`src/rtl/ecc_log_pkg.sv`:
```
package ecc_log_pkg;
   localparam int unsigned REG_AW = 4;
   localparam logic [REG_AW-1:0] RA_CTRL    = 4'd0;
   localparam logic [REG_AW-1:0] RA_MODE    = 4'd1;
   localparam logic [REG_AW-1:0] RA_STAT    = 4'd2;
   localparam logic [REG_AW-1:0] RA_CE_LOG  = 4'd3;
   localparam logic [REG_AW-1:0] RA_CE_LOC  = 4'd4;
   localparam logic [REG_AW-1:0] RA_CE_DATA = 4'd5;
   localparam logic [REG_AW-1:0] RA_UE_LOG  = 4'd6;
   localparam logic [REG_AW-1:0] RA_UE_LOC  = 4'd7;
   localparam logic [REG_AW-1:0] RA_UE_DATA = 4'd8;
   localparam logic [2:0] MODE_SECDED = 3'd4;
   // class index equals the control bit that clears it
   localparam int unsigned CLS_UE = 0;
   localparam int unsigned CLS_CE = 1;
   localparam int unsigned N_CLS  = 2;
endpackage

```
`src/rtl/ecc_log_slot.sv`:
```
module ecc_log_slot #(
   parameter int unsigned CNT_W    = 8,
   parameter int unsigned LOC_W    = 31,
   parameter int unsigned POS_W    = 7,
   parameter int unsigned DATA_W   = 32,
   parameter bit          KEEP_POS = 1'b1
) (
   input  logic              clk,
   input  logic              rst_n,
   input  logic              clr,
   input  logic              evt,
   input  logic [LOC_W-1:0]  loc,
   input  logic [POS_W-1:0]  pos,
   input  logic [DATA_W-1:0] data,
   output logic [CNT_W-1:0]  cnt_q,
   output logic              valid_q,
   output logic [LOC_W-1:0]  loc_q,
   output logic [POS_W-1:0]  pos_q,
   output logic [DATA_W-1:0] data_q
);
   localparam logic [CNT_W-1:0] CNT_MAX = {CNT_W{1'b1}};

   logic take;
   assign take = evt && !valid_q;

   always_ff @(posedge clk or negedge rst_n) begin
      if (!rst_n) begin
         cnt_q   <= '0;
         valid_q <= 1'b0;
         loc_q   <= '0;
         data_q  <= '0;
      end else if (clr) begin
         cnt_q   <= '0;
         valid_q <= 1'b0;
         loc_q   <= '0;
         data_q  <= '0;
      end else begin
         if (evt && (cnt_q != CNT_MAX)) cnt_q <= cnt_q + 1'b1;
         if (take) begin
            valid_q <= 1'b1;
            loc_q   <= loc;
            data_q  <= data;
         end
      end
   end

   generate
      if (KEEP_POS) begin : g_pos
         always_ff @(posedge clk or negedge rst_n) begin
            if (!rst_n)    pos_q <= '0;
            else if (clr)  pos_q <= '0;
            else if (take) pos_q <= pos;
         end
      end else begin : g_nopos
         logic unused_pos;
         assign unused_pos = ^pos;
         assign pos_q = '0;
      end
   endgenerate
endmodule

```
`src/rtl/ecc_log_regs.sv`:
```
module ecc_log_regs
   import ecc_log_pkg::*;
#(
   parameter int unsigned CNT_W  = 8,
   parameter int unsigned LOC_W  = 31,
   parameter int unsigned POS_W  = 7,
   parameter int unsigned DATA_W = 32,
   parameter int unsigned BUS_W  = 32
) (
   input  logic                          clk,
   input  logic                          rst_n,
   input  logic                          reg_we,
   input  logic [REG_AW-1:0]             reg_addr,
   input  logic [BUS_W-1:0]              reg_wdata,
   input  logic [N_CLS-1:0][CNT_W-1:0]   cnt_all,
   input  logic [N_CLS-1:0]              valid_all,
   input  logic [N_CLS-1:0][LOC_W-1:0]   loc_all,
   input  logic [POS_W-1:0]              ce_pos,
   input  logic [N_CLS-1:0][DATA_W-1:0]  data_all,
   output logic [N_CLS-1:0]              clr_next,
   output logic                          log_en,
   output logic [N_CLS-1:0]              ctrl_q,
   output logic [2:0]                    mode_q,
   output logic [BUS_W-1:0]              reg_rdata
);
   logic ctrl_hit, mode_hit;
   logic unused_wdata;

   assign ctrl_hit = reg_we && (reg_addr == RA_CTRL);
   assign mode_hit = reg_we && (reg_addr == RA_MODE);
   assign unused_wdata = ^reg_wdata[BUS_W-1:3];

   // a clear write acts at its own edge, so the next value drives the slots
   assign clr_next = ctrl_hit ? reg_wdata[N_CLS-1:0] : ctrl_q;
   assign log_en   = (mode_q == MODE_SECDED);

   always_ff @(posedge clk or negedge rst_n) begin
      if (!rst_n) begin
         ctrl_q <= '0;
         mode_q <= '0;
      end else begin
         if (ctrl_hit) ctrl_q <= reg_wdata[N_CLS-1:0];
         if (mode_hit) mode_q <= reg_wdata[2:0];
      end
   end

   always_comb begin
      reg_rdata = '0;
      case (reg_addr)
         RA_CTRL:    reg_rdata[N_CLS-1:0] = ctrl_q;
         RA_MODE:    reg_rdata[2:0] = mode_q;
         RA_STAT:    reg_rdata[2*CNT_W-1:0] = {cnt_all[CLS_CE], cnt_all[CLS_UE]};
         RA_CE_LOG:  reg_rdata[POS_W:0] = {ce_pos, valid_all[CLS_CE]};
         RA_CE_LOC:  reg_rdata[LOC_W-1:0] = loc_all[CLS_CE];
         RA_CE_DATA: reg_rdata[DATA_W-1:0] = data_all[CLS_CE];
         RA_UE_LOG:  reg_rdata[0] = valid_all[CLS_UE];
         RA_UE_LOC:  reg_rdata[LOC_W-1:0] = loc_all[CLS_UE];
         RA_UE_DATA: reg_rdata[DATA_W-1:0] = data_all[CLS_UE];
         default:    reg_rdata = '0;
      endcase
   end
endmodule

```
`src/rtl/ecc_err_logger.sv`:
```
module ecc_err_logger
   import ecc_log_pkg::*;
#(
   parameter int unsigned CNT_W  = 8,
   parameter int unsigned BANK_W = 3,
   parameter int unsigned ROW_W  = 16,
   parameter int unsigned COL_W  = 12,
   parameter int unsigned POS_W  = 7,
   parameter int unsigned DATA_W = 32,
   parameter int unsigned BUS_W  = 32
) (
   input  logic              clk,
   input  logic              rst_n,
   input  logic              ce_evt,
   input  logic              ue_evt,
   input  logic [BANK_W-1:0] err_bank,
   input  logic [ROW_W-1:0]  err_row,
   input  logic [COL_W-1:0]  err_col,
   input  logic [POS_W-1:0]  err_bit,
   input  logic [DATA_W-1:0] err_data,
   input  logic              reg_we,
   input  logic [REG_AW-1:0] reg_addr,
   input  logic [BUS_W-1:0]  reg_wdata,
   output logic [BUS_W-1:0]  reg_rdata
);
   localparam int unsigned LOC_W = BANK_W + ROW_W + COL_W;

   initial begin : elab_chk
      if (LOC_W > BUS_W - 1) $fatal(1, "address word does not fit the bus");
      if (2 * CNT_W > BUS_W) $fatal(1, "counters do not fit the status word");
      if (POS_W + 1 > BUS_W) $fatal(1, "bit position does not fit the log word");
      if (DATA_W > BUS_W)    $fatal(1, "data capture wider than the bus");
      if (BUS_W < 3)         $fatal(1, "bus too narrow for the mode field");
   end

   logic [N_CLS-1:0]             evt_v, clr_next, ctrl_q;
   logic                         log_en;
   logic [2:0]                   mode_q;
   logic [LOC_W-1:0]             loc_in;
   logic [N_CLS-1:0][CNT_W-1:0]  cnt_all;
   logic [N_CLS-1:0]             valid_all;
   logic [N_CLS-1:0][LOC_W-1:0]  loc_all;
   logic [N_CLS-1:0][POS_W-1:0]  pos_all;
   logic [N_CLS-1:0][DATA_W-1:0] data_all;

   assign loc_in = {err_bank, err_row, err_col};
   assign evt_v[CLS_UE] = ue_evt;
   assign evt_v[CLS_CE] = ce_evt;

   generate
      for (genvar g = 0; g < N_CLS; g++) begin : g_cls
         ecc_log_slot #(
            .CNT_W(CNT_W), .LOC_W(LOC_W), .POS_W(POS_W), .DATA_W(DATA_W),
            .KEEP_POS(g == CLS_CE)
         ) u_slot (
            .clk(clk), .rst_n(rst_n),
            .clr(clr_next[g]), .evt(evt_v[g] && log_en),
            .loc(loc_in), .pos(err_bit), .data(err_data),
            .cnt_q(cnt_all[g]), .valid_q(valid_all[g]), .loc_q(loc_all[g]),
            .pos_q(pos_all[g]), .data_q(data_all[g])
         );
      end
   endgenerate

   logic unused_ue_pos;
   assign unused_ue_pos = ^pos_all[CLS_UE];

   ecc_log_regs #(
      .CNT_W(CNT_W), .LOC_W(LOC_W), .POS_W(POS_W), .DATA_W(DATA_W), .BUS_W(BUS_W)
   ) u_regs (
      .clk(clk), .rst_n(rst_n),
      .reg_we(reg_we), .reg_addr(reg_addr), .reg_wdata(reg_wdata),
      .cnt_all(cnt_all), .valid_all(valid_all), .loc_all(loc_all),
      .ce_pos(pos_all[CLS_CE]), .data_all(data_all),
      .clr_next(clr_next), .log_en(log_en), .ctrl_q(ctrl_q), .mode_q(mode_q),
      .reg_rdata(reg_rdata)
   );
endmodule

```
`config.mk`:
```
export PLATFORM = sky130hd
export DESIGN_NAME = ecc_err_logger
export DESIGN_NICKNAME = d
export VERILOG_FILES = /design/src/rtl/ecc_log_pkg.sv /design/src/rtl/ecc_log_slot.sv /design/src/rtl/ecc_log_regs.sv /design/src/rtl/ecc_err_logger.sv
export SDC_FILE = /design/constraint.sdc
export NUM_CORES = 1
export LEC_CHECK = 0
export BUFFER_PORTS_ARGS = -buffer_cell sky130_fd_sc_hd__buf_2
export CORE_MARGIN = 8
export CORE_UTILIZATION = 47
export DETAILED_ROUTE_END_ITERATION = 10
export GPL_TIMING_DRIVEN = 0
export PLACE_DENSITY = 0.69
export SYNTH_ARGS = -nofsm -noshare
export SYNTH_HDL_FRONTEND = slang
export SYNTH_SLANG_ARGS = --single-unit
```
`constraint.sdc`:
```
create_clock -name clk -period 1.8 [get_ports clk]
set_clock_uncertainty 0.2 [all_clocks]
set_input_delay 0.18 -clock clk [delete_from_list [all_inputs] [get_ports clk]]
set_output_delay 0.18 -clock clk [all_outputs]
set_load 0.01 [all_outputs]
```
---- Word-level counts from Yosys, hierarchy flattened ----
Index checks and enable logic that the tools add are counted.
word-level totals
  output and inout port bits .............. 32
  bits in registers ....................... 156
  word-level logic and storage cells ...... 65
operators by class
  reductions and logical operators ........ 15
  mux-type cells .......................... 26
  equality and inequality tests ........... 11
  add/subtract/negate cells ............... 2
operator list
  operator                                                                count
  32-bit two-way mux                                                      4
  31-bit two-way mux                                                      4
  15-bit one-hot mux with 4 select lines                                  1
  8-bit one-hot mux with 5 select lines                                   1
  8-bit two-way mux                                                       4
  5-bit one-hot mux with 6 select lines                                   1
  8-bit by 1-bit adder with 8-bit output (second input constant)          2
  4-bit by 3-bit equality test with 1-bit output (second input constant)  4
  8-bit inequality test (second input constant)                           2
  7-bit two-way mux                                                       2
  1-bit one-hot mux with 9 select lines                                   1
  4-bit by 2-bit equality test with 1-bit output (second input constant)  2
  1-bit logical AND                                                       8
  1-bit one-hot mux with 8 select lines                                   1
  2-bit nonzero test                                                      4
  1-bit one-hot mux with 7 select lines                                   1
  4-bit by 1-bit equality test with 1-bit output (second input constant)  1
  4-bit equality test (second input constant)                             1
  4-bit zero test                                                         1
  1-bit two-way mux                                                       4
  3-bit equality test (second input constant)                             1
  1-bit zero test                                                         2
  2-bit two-way mux                                                       1
  1-bit one-hot mux with 2 select lines                                   1

---- Depth between registers and ports, before layout ----
  word-level depth ........................ 5
  depth in mapped cells ................... 6
  depth with buffers taken out ............ 5

---- By module ----
From an unflattened synthesis, not the netlist that was laid out.
unflattened totals
  cells, all modules ...................... 586
  area, all modules ....................... 7314.5 um2
by module, submodules not included
  module                          instances  seq. area each (um2)  cells each  area an instance (um2)
  ecc_log_slot (g_cls[1].u_slot)  1          1976.9                205         2986.6
  ecc_log_slot (g_cls[0].u_slot)  1          1801.7                196         2835.2
  ecc_log_regs                    1          125.1                 183         1480.2
  ecc_err_logger                  1          0.0                   2           12.5

---- Least setup slack after synthesis ----
Ideal clock, no wire load.
  kind .................................... reg2reg
  start point ............................. register g_cls[1].u_slot.cnt_q[0]
  end point ............................... register g_cls[1].u_slot.cnt_q[2]
  data arrival time ....................... 1.345 ns
  period minus slack after synthesis ...... 1.641 ns
  buffers on the path ..................... 0
  stages on the path, launching flop included .. 6
  setup slack ............................. 0.159 ns
  setup time .............................. 0.096 ns
  path through ............................ dfrtp_1 ha_1 nand3_1 o21ai_1 inv_1 a311oi_2
between the ends
  longest elaborated chain between the ends .. 3
  elaborated cells on any way between the ends .. 6
  classes of those cells .................. add/sub (1); eq/ne (1); mux (2); reduce/logical (2)
ends and longest elaborated chain
  what                                                                             line                source
  from (decl)                                                                      ecc_log_slot.sv:15  output logic [CNT_W-1:0] cnt_q,
  from (signal assigned)                                                           ecc_log_slot.sv:38  if (evt && (cnt_q != CNT_MAX)) cnt_q <= cnt_q + 1'b1;
  8-bit by 1-bit adder with 8-bit output or 8-bit inequality test (tied branches)  ecc_log_slot.sv:38
  8-bit two-way mux or 1-bit logical AND (tied branches)                           ecc_log_slot.sv:38
  8-bit two-way mux or 2-bit nonzero test (tied branches)                          n/a
Parallel ways exist; a longest one is shown, timed or not. The select of a mux whose other input is x is not followed.
A chain may end at the register's enable or synchronous reset.

---- Final worst setup path ----
  start point ............................. register g_cls[1].u_slot.pos_q[1]
  end point ............................... output reg_rdata[2]
between the ends
  longest elaborated chain between the ends .. 1
ends and longest elaborated chain
  what                                   line                  source
  from (decl)                            ecc_log_slot.sv:18    output logic [POS_W-1:0] pos_q,
  from (signal assigned)                 ecc_log_slot.sv:52    else if (take) pos_q <= pos;
  1-bit one-hot mux with 7 select lines  ecc_log_regs.sv:49    case (reg_addr)
  to (decl)                              ecc_err_logger.sv:24  output logic [BUS_W-1:0] reg_rdata
No other way between the ends.

==> results.md <==
* CTS sink cnt at 156
* Critical path class: flip-flop to output pin
* Max-Cap Viols at 0
* Die H at 142 um
* Mapped cell area at 0.00743 sq mm
* Area grow syn2layout at 38.3%
* CTS tree: yes
* Syn nets at 948
* Minimum clock period at 2040 ps
* Clock Pin Slew Worst Setup and Hold Paths at 60 ps
* Core area at 0.0157 sq mm
* Register area share after synthesis at 0.525
* Routed vias at 7230
* Chip width at 142 um
* Worst VDD drop at 825 uV
* Final Setup Violations at 41
* Worst setup margin at -235 ps
* CP arrival at 1660 ps
* PortBufs at 113
* Initial Util at 0.475
* GRT Total Usage at 0.251
* Iteration-0 DRC Markers at 659
* Leak Pwr at 4.64 nW
* Syn avg cell area at 8.90 sq um
* Power per cell area at 1020 mW/mm^2
* Initial antenna violation count at 0
* DRC at 0
* Fin. max-slew vios at 0
* Die area at 0.0201 sq mm
* Slew @ Worst Pin at 591 ps
* Met3 wire len at 1950 um
* Ys flop type: dfrtp_1
* Peak fanout along the critical path at 2
* Fin util at 0.656
* Violated checks: setup timing
* Wl on met1 at 10700 um
* Post-synth EDFFs at 0
* Gpl congestion at 0.827
* Final net count at 1178
* Worst Path Required at 1420 ps
* # diodes at 0
* Synth warnings at 0
* Register bit total from synthesis at 156
* Worst skew pair latency at 430 ps
* Worst hold slack at 19.4 ps
* Filler cells at 1326
* Drt via density at 5.60
* Max H-tree Level at 4
* CP max stage cell: dfrtp_1
* WL/cell at 19.3 um
* Number of CTS-inserted buffers at 17
* Status: complete, but fails checks
* Flop2flop setup slack at -80 ps
* Post-Route WL at 25000 um
* Drt pass-1 iters at 5
* Gr ovfl total at 0
* HP Class: primary input to flip-flop
* Crit-path cells: mux2i_1 > mux2i_1 > a32oi_1 > o21ai_1 > buf_2
* CTS Root Cell: clkbuf_16
* Power Total at 10.5 mW
* Largest net degree at the start of global routing at 117
* Fraction of layout cells with a size suffix above 1 at 0.261
* Slew HR at 0.606
* Post-synth cell types at 47
* FMAX at 0.491 GHz
* CP most frequent cell: mux2i_1
* Metal2 WL at 11800 um
* Synthesized instance count at 835
* First-pass GRT wire length at 38700 um
* Clock buffer depth at 2
* Final period utilization at 1.13
* Row cnt at 46
* RSZ-0062 raised after global routing: yes
* I/O pin count at 143
* Fraction of registers with async set/reset at 1.00
* Highest metal used: met4
* Antenna Nets Post-Route at 0
* CP startpoint kind: flip-flop
* Final setup TNS at -2100 ps
* Vias in the first global route at 7125
* Critical Path Max Stage Delay at 410 ps
* Hold Vio Cnt, Final at 0
* Worst setup EP type: output pin
* Detailed-placement wirelength estimate at 16100 um
* Design area at 0.0103 sq mm
* Post-placement cell area at 0.00830 sq mm
[stage by stage]
stage | cells | worst slack [ps]
global route | 1292 | -285
floorplan | 835 | 159
detailed placement | 1165 | -544
global placement | 1164 | -2080
CTS | 1281 | -246
finish | 1292 | -235
[placed cells by master, fill, tap and decap left out, types with 4 or more instances in the layout]
cell type,Yosys,layout
o21ai_0,11,5
clkbuf_16,0,17
nor3_1,4,4
dfrtp_2,0,6
nand3_2,1,4
buf_6,10,25
a221o_1,4,4
buf_2,39,119
nand2b_1,4,4
mux2i_1,14,11
nand3_1,13,10
mux2_2,4,4
and3_1,4,4
nand4_1,5,5
dlygate4sd3_1,0,74
buf_4,2,40
a21oi_1,140,139
bufinv_16,0,5
a22oi_1,53,41
a22oi_2,0,12
o21ai_1,1,6
dfrtp_1,156,150
nand2_1,295,294
nor2_1,20,19
buf_8,0,6
clkbuf_4,0,4
[sequential cells by signal, summed over array words and instances (netlist names)]
register	count
g_cls.u_slot.data_q	64
g_cls.u_slot.loc_q	62
g_cls.u_slot.cnt_q	16
g_cls.u_slot.pos_q	7
u_regs.mode_q	3
g_cls.u_slot.valid_q	2
u_regs.ctrl_q	2
[routing by layer]
| metal | GRT usage | up-vias |
|---|---|---|
| met5 | 0 | - |
| li1 | - | 3321 |
| met2 | 0.387 | 317 |
| met1 | 0.340 | 3550 |
| met3 | 0.0517 | 42 |
| met4 | 0.0961 | 0 |
[synthesized netlist by cell type, types with 2 or more instances]
| library cell | count | area share |
|---|---|---|
| a31oi_1 | 2 | 0.0017 |
| dfrtp_1 | 156 | 0.53 |
| nand2_1 | 295 | 0.15 |
| buf_2 | 39 | 0.026 |
| a22oi_1 | 53 | 0.054 |
| buf_4 | 2 | 0.0020 |
| nand4_1 | 5 | 0.0042 |
| ha_1 | 2 | 0.0034 |
| nand3b_1 | 3 | 0.0030 |
| o21ai_0 | 11 | 0.0074 |
| buf_6 | 10 | 0.015 |
| xor2_1 | 3 | 0.0035 |
| and4bb_2 | 3 | 0.0051 |
| a222oi_1 | 2 | 0.0027 |
| nor4b_2 | 2 | 0.0040 |
| clkbuf_1 | 11 | 0.0056 |
| nor3_1 | 4 | 0.0027 |
| a21oi_1 | 140 | 0.094 |
| and3_1 | 4 | 0.0034 |
| nand3_1 | 13 | 0.0088 |
| o211ai_1 | 3 | 0.0030 |
| nand4bb_1 | 2 | 0.0030 |
| a211oi_2 | 2 | 0.0034 |
| inv_1 | 2 | 0.0010 |
| nor2_1 | 20 | 0.010 |
| nand2b_1 | 4 | 0.0034 |
| nor2_2 | 2 | 0.0017 |
| or3_1 | 2 | 0.0017 |
| mux2_2 | 4 | 0.0061 |
| a221o_1 | 4 | 0.0054 |
| mux2i_1 | 14 | 0.019 |
[kinds of logic (layout without fill, tap and decap cells)]
family,Yosys count,in the layout,synth area share
flip-flops,156,156,0.525
AO/OA/AOI/OAI,221,221,0.176
AND/OR/NAND/NOR,368,368,0.211
multiplexers,20,20,0.0300
XOR/XNOR,3,3,0.00354
buffers and inverters,65,306,0.0507
adder cells (fa/ha/maj),2,2,0.00337
[power by group]
part           leakage (nW)  total, mW  switching, mW  internal [mW]
registers              2.12       4.41          0.365           4.05
clock network         0.304       3.93           1.45           2.47
logic                  2.22       2.16           1.26          0.899
[critical path: cells and delay by family (launching register included)]
kind	cells	cell delay (ps)
AO/OA/AOI/OAI	2	320
buffers and inverters	1	180
flip-flops	1	410
multiplexers	2	320
[final timing paths]
path	start	endpoint	cells after the start
setup / recovery	g_cls[1].u_slot.pos_q[1]$_DFFE_PN0P_	reg_rdata[2]	5
hold / removal	reg_we	u_regs.mode_q[0]$_DFFE_PN0P_	3
setup reg to reg	u_regs.mode_q[0]$_DFFE_PN0P_	g_cls[0].u_slot.data_q[29]$_DFFE_PN0P_	5
hold reg to reg	g_cls[1].u_slot.data_q[23]$_DFFE_PN0P_	g_cls[1].u_slot.data_q[23]$_DFFE_PN0P_	2
max in group asynchronous	rst_n	g_cls[1].u_slot.loc_q[4]$_DFFE_PN0P_	3
min in group asynchronous	rst_n	g_cls[1].u_slot.data_q[28]$_DFFE_PN0P_	2
[cell type report]
class                           instances  area [sq um]  share of cell area
Buffer                                 61           544              0.0530
Clock buffer                           18           439              0.0427
Clock inverter                         12           196              0.0191
Inverter                                2          7.51            0.000731
Multi-Input combinational cell        614          3310               0.322
Sequential cell                       156          3910               0.381
Tap cell                              216           270              0.0263
Timing Repair Buffer                  213          1600               0.156
[what timing repair did]
action	4_1_cts	5_1_grt
pin swaps	6	14
endpoints found under the hold margin	292	0
setup buffers	14	12
hold buffers	74	0
gates resized for setup	75	59
endpoints found under the setup margin	165	170
No activity file was read; power rests on OpenSTA's default activity.
